===== src/rtl/scan_prog_pkg.sv =====
package scan_prog_pkg;
  localparam int unsigned CMD_W = 16;

  typedef enum logic [1:0] {
    ST_CMD    = 2'd0,
    ST_ARMED  = 2'd1,
    ST_VERIFY = 2'd2
  } prog_state_e;

  localparam logic [CMD_W-1:0] CMD_EN_WR  = 16'hA5E1;
  localparam logic [CMD_W-1:0] CMD_WRITE  = 16'hC3D2;
  localparam logic [CMD_W-1:0] CMD_VERIFY = 16'h5A0F;
  localparam logic [CMD_W-1:0] CMD_IDLE   = 16'h0000;
endpackage


===== src/rtl/scan_cmd_stage.sv =====
module scan_cmd_stage #(
  parameter int unsigned W = 16
) (
  input  logic         clk_i,
  input  logic         rst_ni,
  input  logic         capture_i,
  input  logic         shift_i,
  input  logic         tdi_i,
  output logic [W-1:0] word_o,
  output logic         out_o
);
  logic [W-1:0] sr_q;

  always_ff @(posedge clk_i or negedge rst_ni) begin
    if (!rst_ni)        sr_q <= '0;
    else if (capture_i) sr_q <= '0;
    else if (shift_i)   sr_q <= {tdi_i, sr_q[W-1:1]};
  end

  assign word_o = sr_q;
  assign out_o  = sr_q[0];
endmodule


===== src/rtl/scan_mem_seg.sv =====
module scan_mem_seg #(
  parameter int unsigned W = 1024
) (
  input  logic         clk_i,
  input  logic         rst_ni,
  input  logic         capture_i,
  input  logic         shift_i,
  input  logic         attached_i,
  input  logic         commit_i,
  input  logic         din_i,
  output logic         dout_o,
  output logic [W-1:0] store_o
);
  logic [W-1:0] shadow_q;
  logic [W-1:0] store_q;

  // shadow is frozen while detached
  always_ff @(posedge clk_i or negedge rst_ni) begin
    if (!rst_ni)                      shadow_q <= '0;
    else if (attached_i && capture_i) shadow_q <= store_q;
    else if (attached_i && shift_i)   shadow_q <= {din_i, shadow_q[W-1:1]};
  end

  always_ff @(posedge clk_i or negedge rst_ni) begin
    if (!rst_ni)       store_q <= '0;
    else if (commit_i) store_q <= shadow_q;
  end

  assign dout_o  = shadow_q[0];
  assign store_o = store_q;
endmodule


===== src/rtl/scan_prog_fsm.sv =====
module scan_prog_fsm
  import scan_prog_pkg::*;
#(
  parameter int unsigned W = CMD_W
) (
  input  logic         clk_i,
  input  logic         rst_ni,
  input  logic         update_i,
  input  logic [W-1:0] cmd_i,
  output prog_state_e  state_o,
  output logic         commit_o
);
  prog_state_e state_q, state_d;
  logic is_en, is_wr, is_vf, is_idle;

  assign is_en   = (cmd_i == CMD_EN_WR);
  assign is_wr   = (cmd_i == CMD_WRITE);
  assign is_vf   = (cmd_i == CMD_VERIFY);
  assign is_idle = (cmd_i == CMD_IDLE);

  always_comb begin
    state_d = state_q;
    if (update_i) begin
      unique case (state_q)
        ST_CMD: begin
          if (is_en)      state_d = ST_ARMED;
          else if (is_vf) state_d = ST_VERIFY;
        end
        ST_ARMED: state_d = ST_CMD;  // commit or abort, always detach
        ST_VERIFY: begin
          if (is_en)        state_d = ST_ARMED;
          else if (is_idle) state_d = ST_CMD;
        end
        default: state_d = ST_CMD;
      endcase
    end
  end

  always_ff @(posedge clk_i or negedge rst_ni) begin
    if (!rst_ni) state_q <= ST_CMD;
    else         state_q <= state_d;
  end

  assign state_o  = state_q;
  assign commit_o = update_i && (state_q == ST_ARMED) && is_wr;
endmodule


===== src/rtl/scan_prog_ctrl.sv =====
module scan_prog_ctrl
  import scan_prog_pkg::*;
#(
  parameter int unsigned CMD_BITS = CMD_W,
  parameter int unsigned MEM_W    = 1024
) (
  input  logic       clk_i,
  input  logic       rst_ni,
  input  logic       capture_i,
  input  logic       shift_i,
  input  logic       update_i,
  input  logic       tdi_i,
  output logic       tdo_o,
  output logic [1:0] state_o,
  output logic       attached_o
);
  logic [CMD_BITS-1:0] cmd_q;
  logic                cmd_out;
  logic                mem_out;
  logic [MEM_W-1:0]    store_q;
  logic                commit;
  logic                attached;
  prog_state_e         state_q;

  scan_cmd_stage #(.W(CMD_BITS)) u_cmd (
    .clk_i     (clk_i),
    .rst_ni    (rst_ni),
    .capture_i (capture_i),
    .shift_i   (shift_i),
    .tdi_i     (tdi_i),
    .word_o    (cmd_q),
    .out_o     (cmd_out)
  );

  scan_prog_fsm #(.W(CMD_BITS)) u_fsm (
    .clk_i    (clk_i),
    .rst_ni   (rst_ni),
    .update_i (update_i),
    .cmd_i    (cmd_q),
    .state_o  (state_q),
    .commit_o (commit)
  );

  assign attached = (state_q != ST_CMD);

  scan_mem_seg #(.W(MEM_W)) u_mem (
    .clk_i      (clk_i),
    .rst_ni     (rst_ni),
    .capture_i  (capture_i),
    .shift_i    (shift_i),
    .attached_i (attached),
    .commit_i   (commit),
    .din_i      (cmd_out),
    .dout_o     (mem_out),
    .store_o    (store_q)
  );

  assign tdo_o      = attached ? mem_out : cmd_out;
  assign state_o    = state_q;
  assign attached_o = attached;
endmodule


===== config.mk =====
export PLATFORM = sky130hd
export DESIGN_NAME = scan_prog_ctrl
export DESIGN_NICKNAME = d
export VERILOG_FILES = /design/src/rtl/scan_prog_pkg.sv /design/src/rtl/scan_cmd_stage.sv /design/src/rtl/scan_mem_seg.sv /design/src/rtl/scan_prog_fsm.sv /design/src/rtl/scan_prog_ctrl.sv
export SDC_FILE = /design/constraint.sdc
export NUM_CORES = 2
export LEC_CHECK = 0
export BUFFER_PORTS_ARGS = -buffer_cell sky130_fd_sc_hd__buf_2
export CAP_MARGIN = 0
export CORE_MARGIN = 5
export CORE_UTILIZATION = 50
export CTS_CLUSTER_SIZE = 12
export DETAILED_ROUTE_END_ITERATION = 12
export PLACE_DENSITY = 0.68
export SETUP_SLACK_MARGIN = 0.1
export SLEW_MARGIN = 10
export SYNTH_ARGS = -nofsm -noshare
export SYNTH_HDL_FRONTEND = slang
export SYNTH_HIERARCHICAL = 1
export SYNTH_SLANG_ARGS = --single-unit
export TNS_END_PERCENT = 5

===== constraint.sdc =====
create_clock -name clk_i -period 2.2 [get_ports clk_i]
set_input_delay 0.44 -clock clk_i [delete_from_list [all_inputs] [get_ports clk_i]]
set_output_delay 0.44 -clock clk_i [all_outputs]
set_load 0.03 [all_outputs]

# Yosys cells after proc, flatten, opt, wreduce, memory -nomap -nowiden

Cells that the tools add are included.
Widths: inputs -> output; s select.

Word-level logic and storage cells: 31
Register bits: 2066
Output and inout bits: 4

Equal/unequal tests: 7
Reduce and logical (&&, ||, !) cells: 10
Multiplexer cells: 10

Operators by type and width:

| operator             | count |
|---|---|
| $mux 1024            | 2 |
| $eq 16x16->1 const B | 2 |
| $mux 16              | 2 |
| $eq 16x15->1 const B | 1 |
| $logic_not 16->1     | 1 |
| $mux 2               | 4 |
| $ne 3x1->1 const B   | 2 |
| $reduce_bool 2->1    | 3 |
| $logic_and 1x1->1    | 4 |
| $pmux 2 s2           | 1 |
| $reduce_and 3->1     | 1 |
| $eq 2x1->1 const B   | 1 |
| $eq 2x2->1 const B   | 1 |
| $logic_not 2->1      | 1 |
| $mux 1               | 1 |

# Longest topological paths before layout

Word-level depth: 4
Mapped depth: 8
Mapped depth without buffers: 4

# Hierarchy

The synthesis kept the hierarchy.

By module, submodules not included:

| module         | area each (um^2) | instances | cells each |
|---|---|---|---|
| scan_mem_seg   | 88901.5          | 1         | 7965 |
| scan_cmd_stage | 668.1            | 1         | 53 |
| scan_prog_fsm  | 202.7            | 1         | 26 |
| scan_prog_ctrl | 23.8             | 1         | 2 |

# Worst setup path after synthesis

Ideal clock, no wire load.

Path type: reg-to-reg
Start point: register u_fsm.state_q[1], in the netlist u_fsm/state_o[1]
End point: register u_mem.store_q[1000], in the netlist u_mem/store_o[1000]
Data required time: 2075 ps
Arrival: 2109 ps
Buffers on the path: 4
Cell stages (with the launch flop): 9
Setup slack: -33 ps
Period minus slack after synthesis: 2233 ps
Library setup time: 125 ps
Cell sequence: dfrtp_1 -> and4bb_2 -> nand2_1 -> nor4_1 -> buf_2 -> buf_2 -> buf_6 -> buf_4 -> mux2_2

Cells in the longest elaborated chain, start to end: 3

RTL lines:

| element                         | line                 | source |
|---|---|---|
| start: declaration              | scan_prog_fsm.sv:13  | `prog_state_e state_q, state_d;` |
| start signal: assignment        | scan_prog_fsm.sv:41  | `else state_q <= state_d;` |
| $eq 2x1->1                      | scan_prog_fsm.sv:45  | `assign commit_o = update_i && (state_q == ST_ARMED) && is_wr;` |
| $logic_and 1x1->1 (2 in series) | scan_prog_fsm.sv:45  |  |
| net commit                      | scan_prog_ctrl.sv:21 | `logic commit;` |
| end signal: assignment          | scan_mem_seg.sv:26   | `else if (commit_i) store_q <= shadow_q;` |
| end: declaration                | scan_mem_seg.sv:15   | `logic [W-1:0] store_q;` |

The timed path passes the listed nets, and every way through them passes these cells.
A chain may end at the register's enable or synchronous reset.

# Worst setup path after layout

Start point: register u_fsm.state_q[1], in the netlist u_fsm/state_o[1]
End point: register u_mem.store_q[328], in the netlist u_mem/store_o[328]

The elaborated chain is that of the path after synthesis.

==> reports/qor.yml <==
synth_enable_flop_cells: 0
die_x_um: 433.8
die-area_sq_mm: 0.1882
crit_path_start_kind: "flip-flop"
numPortBuffers: 9
die_y_um: 433.8
final_area_sq_mm: 0.1030
grt_pass1_wl_um: 337600
drc: 0
drive_above_1_share: 0.2246
synth_top_flop_cell: "dfrtp_1"
post-route-min-period_ns: 2.631
core_area_sq_mm: 0.1786
io_pins: 10
place_area_sq_mm: 0.09396
hold_violations: 0
r2r_slack_ns: -0.43
start_util: 0.5027
path_class: "flip-flop to flip-flop"
placed_cells: 10030
synth_top_cell_by_area: "dfrtp_1"
synth_fp_nets: 8052
grt_remaining_overflow: 0
crit_fanout: 28
tritoncts: "built"
relSlewSlack: 0.4478
antenna_found_initial: 0
cts_inserted_buffers: 210
drv_slew: 0
endpoint_kind: "flip-flop"
synthTopCellsByCount: "nor3_1 (3060), dfrtp_1 (2066), mux2_2 (1024), o22ai_1 (1024), buf_2 (546)"
setup_viol: 1040
grt_max_degree: 172
clkTransAtPathRegs_ns: 0.06
synth_most_common_cell: "nor3_1"
ys_warn_count: 6
r2r_cells: 11
synth_seq_area_share: 0.5757
required_ns: 2.91
clockBufferDepth: 3
max_freq_ghz: 0.3800
final_antenna_net_count: 0
vias_per_cell: 6.226
worstHoldStart: "capture_i"
hp-class: "primary input to flip-flop"
fin_nets: 7946
routabilityCongestion: 0.7388
finalClockSkew_ns: 0.04507
fin_ws_ns: -0.4314
hold_ws_ns: 0.1261
holdPathEnd: "u_cmd/word_o[9]"
fin_crit_sh: 1.196
outcome: "finished, violations left"
finalPower_mw: 75.30
ir_drop_v: 0.0009029
vias: 65020
synthArstFlopShare: 1.000
synthTopCellsByArea: "dfrtp_1 (58%), nor3_1 (17%), mux2_2 (13%), o22ai_1 (7.1%), buf_2 (3.0%)"
avgSynthCellArea_sq_um: 11.16
worstReg2RegEnd: "u_mem/store_o[328]"
ys_ff_latch: 2066
fillCellCount: 14200
worst_pin_slew_ns: 0.8283
grt_pass1_vias: 66490
placementRows: 155
cap_viol_max_count: 0
dp_hpwl_um: 108700
wire_per_inst_um: 19.15
tns_ns: -309.77
power_leakage_nw: 47.56
synth.cell_area_sq_mm: 0.08980
layout.cells.non_filler: 10440
crit_chain: "buf_4, and4bb_2, nand2_2, nor4_4, buf_4, buf_8, buf_12, buf_12, buf_4, buf_12, mux2_2"
grt_use_total: 0.2083
cpPeakStageDelay_ns: 0.42
dr.first_iter.drc_count: 5315
cp.arrival_ns: 3.34
p_per_area_mw_per_mm2: 731.0
syn_to_final_growth_pct: 14.72
rsz0062_at_grt: "yes"
root_buffer: "clkbuf_16"
whs_path_depth: 3
clock-sinks: 2066
htreeDepth: 4
violations: "setup timing"
yosys.area.top_type_share: 0.5757
yosys.cell_types.count: 31
num_antenna_cells: 0
r2r_start: "u_fsm/state_o[1]"
clk_latency_ns: 0.84
dr.pass1.iters: 6
finalWirelength_um: 200000
critPathSlowestCell: "dfrtp_2"
netlist_instances: 8046
==> flip-flops by register name (all words and copies together) (netlist names) <==
register / count
u_mem/shadow_q: 1024
u_mem/store_o: 1024
u_cmd/word_o: 16
u_fsm/state_o: 2
==> cells by family (layout without fill, tap and decap cells) <==
family | count (synthesis) | in the layout | synth area share
AOI/OAI and AO/OA | 1030 | 1030 | 0.07190
buffers and inverters | 803 | 846 | 0.04829
DFF | 2066 | 2066 | 0.5757
muxes | 1041 | 1041 | 0.1304
and+or+nand+nor | 3106 | 3106 | 0.1737
==> power by group <==
group,switching (mW),leakage (nW),total (mW),internal (mW)
registers,0.00184,28.9,38.0,38.0
logic,2.01,15.4,2.73,0.720
clock network,14.8,3.27,34.6,19.8
total,16.8,47.6,75.3,58.5
==> layer usage <==
metal | track usage | routed length (um) | up-vias
met2 | 0.3500 | 98620 | 1113
li1 | - | - | 30100
met1 | 0.2884 | 91300 | 33530
met3 | 0.02601 | 6451 | 280
met5 | 0 | 0 | -
met4 | 0.05531 | 3652 | 0
==> layout by cell type, fill, tap and decap left out, types with 2 or more instances in the layout <==
cell type and instances:
bufbuf_16 5, buf_6 18, buf_16 27, clkbuf_1 64, inv_1 2, nand2_1 3
buf_12 186, clkinv_8 2, nand2_8 2, o32ai_1 2, inv_6 4, buf_8 5
bufinv_16 4, mux2i_1 16, buf_4 223, dfrtp_1 2065, inv_16 5, mux2_2 762
dlygate4sd3_1 4, clkinv_16 2, or3_1 2, buf_2 4, clkbuf_16 222, nor3_2 7
nor2_1 19, clkbuf_8 50, o41ai_1 2, nor3_1 3060, o22ai_1 1024, clkinv_2 18
mux2_4 263, nand4b_1 3
==> stage by stage <==
step           utilization  worst slack (ns)
3_5_place_dp        0.5261           -0.5043
5_1_grt             0.5767           -0.5101
3_3_place_gp        0.5261           -0.4816
2_1_floorplan            -           0.06138
4_1_cts             0.5727           -0.4205
6_report            0.5767           -0.4314
==> timing repair <==
action                                  4_1_cts  5_1_grt
hold endpoints to repair                    993        0
gates cloned                                 17       12
hold buffers                                  4        0
gates resized for setup                     244      102
endpoints found under the setup margin     1042     1932
pin swaps                                     2        1
setup buffers                                21        3
==> worst max-delay path, delay by kind of cell (launching register included) <==
kind | cells | cell delay (ns)
AND/OR/NAND/NOR | 3 | 0.65
multiplexers | 1 | 0.36
buffers and inverters | 7 | 1.05
flip-flops | 1 | 0.42
==> layout make-up <==
type	count	area, sq um	area share
Tap cell	2355	2947	0.02860
Sequential cell	2066	51700	0.5019
Timing Repair Buffer	483	6917	0.06715
Multi-Input combinational cell	5177	34780	0.3377
Clock inverter	36	445.4	0.004324
Clock buffer	325	6208	0.06027
Inverter	2	7.507	0.00007288
==> worst max path at each step <==
stage                    endpoint             start
2_1_floorplan  u_mem/store_o[763]   u_cmd/word_o[0]
3_3_place_gp   u_mem/store_o[678]          update_i
3_5_place_dp   u_mem/store_o[692]          update_i
4_1_cts                     tdo_o  u_fsm/state_o[1]
5_1_grt        u_mem/store_o[323]   u_cmd/word_o[3]
6_report       u_mem/store_o[328]  u_fsm/state_o[1]
(Power assumes the default switching activity.)
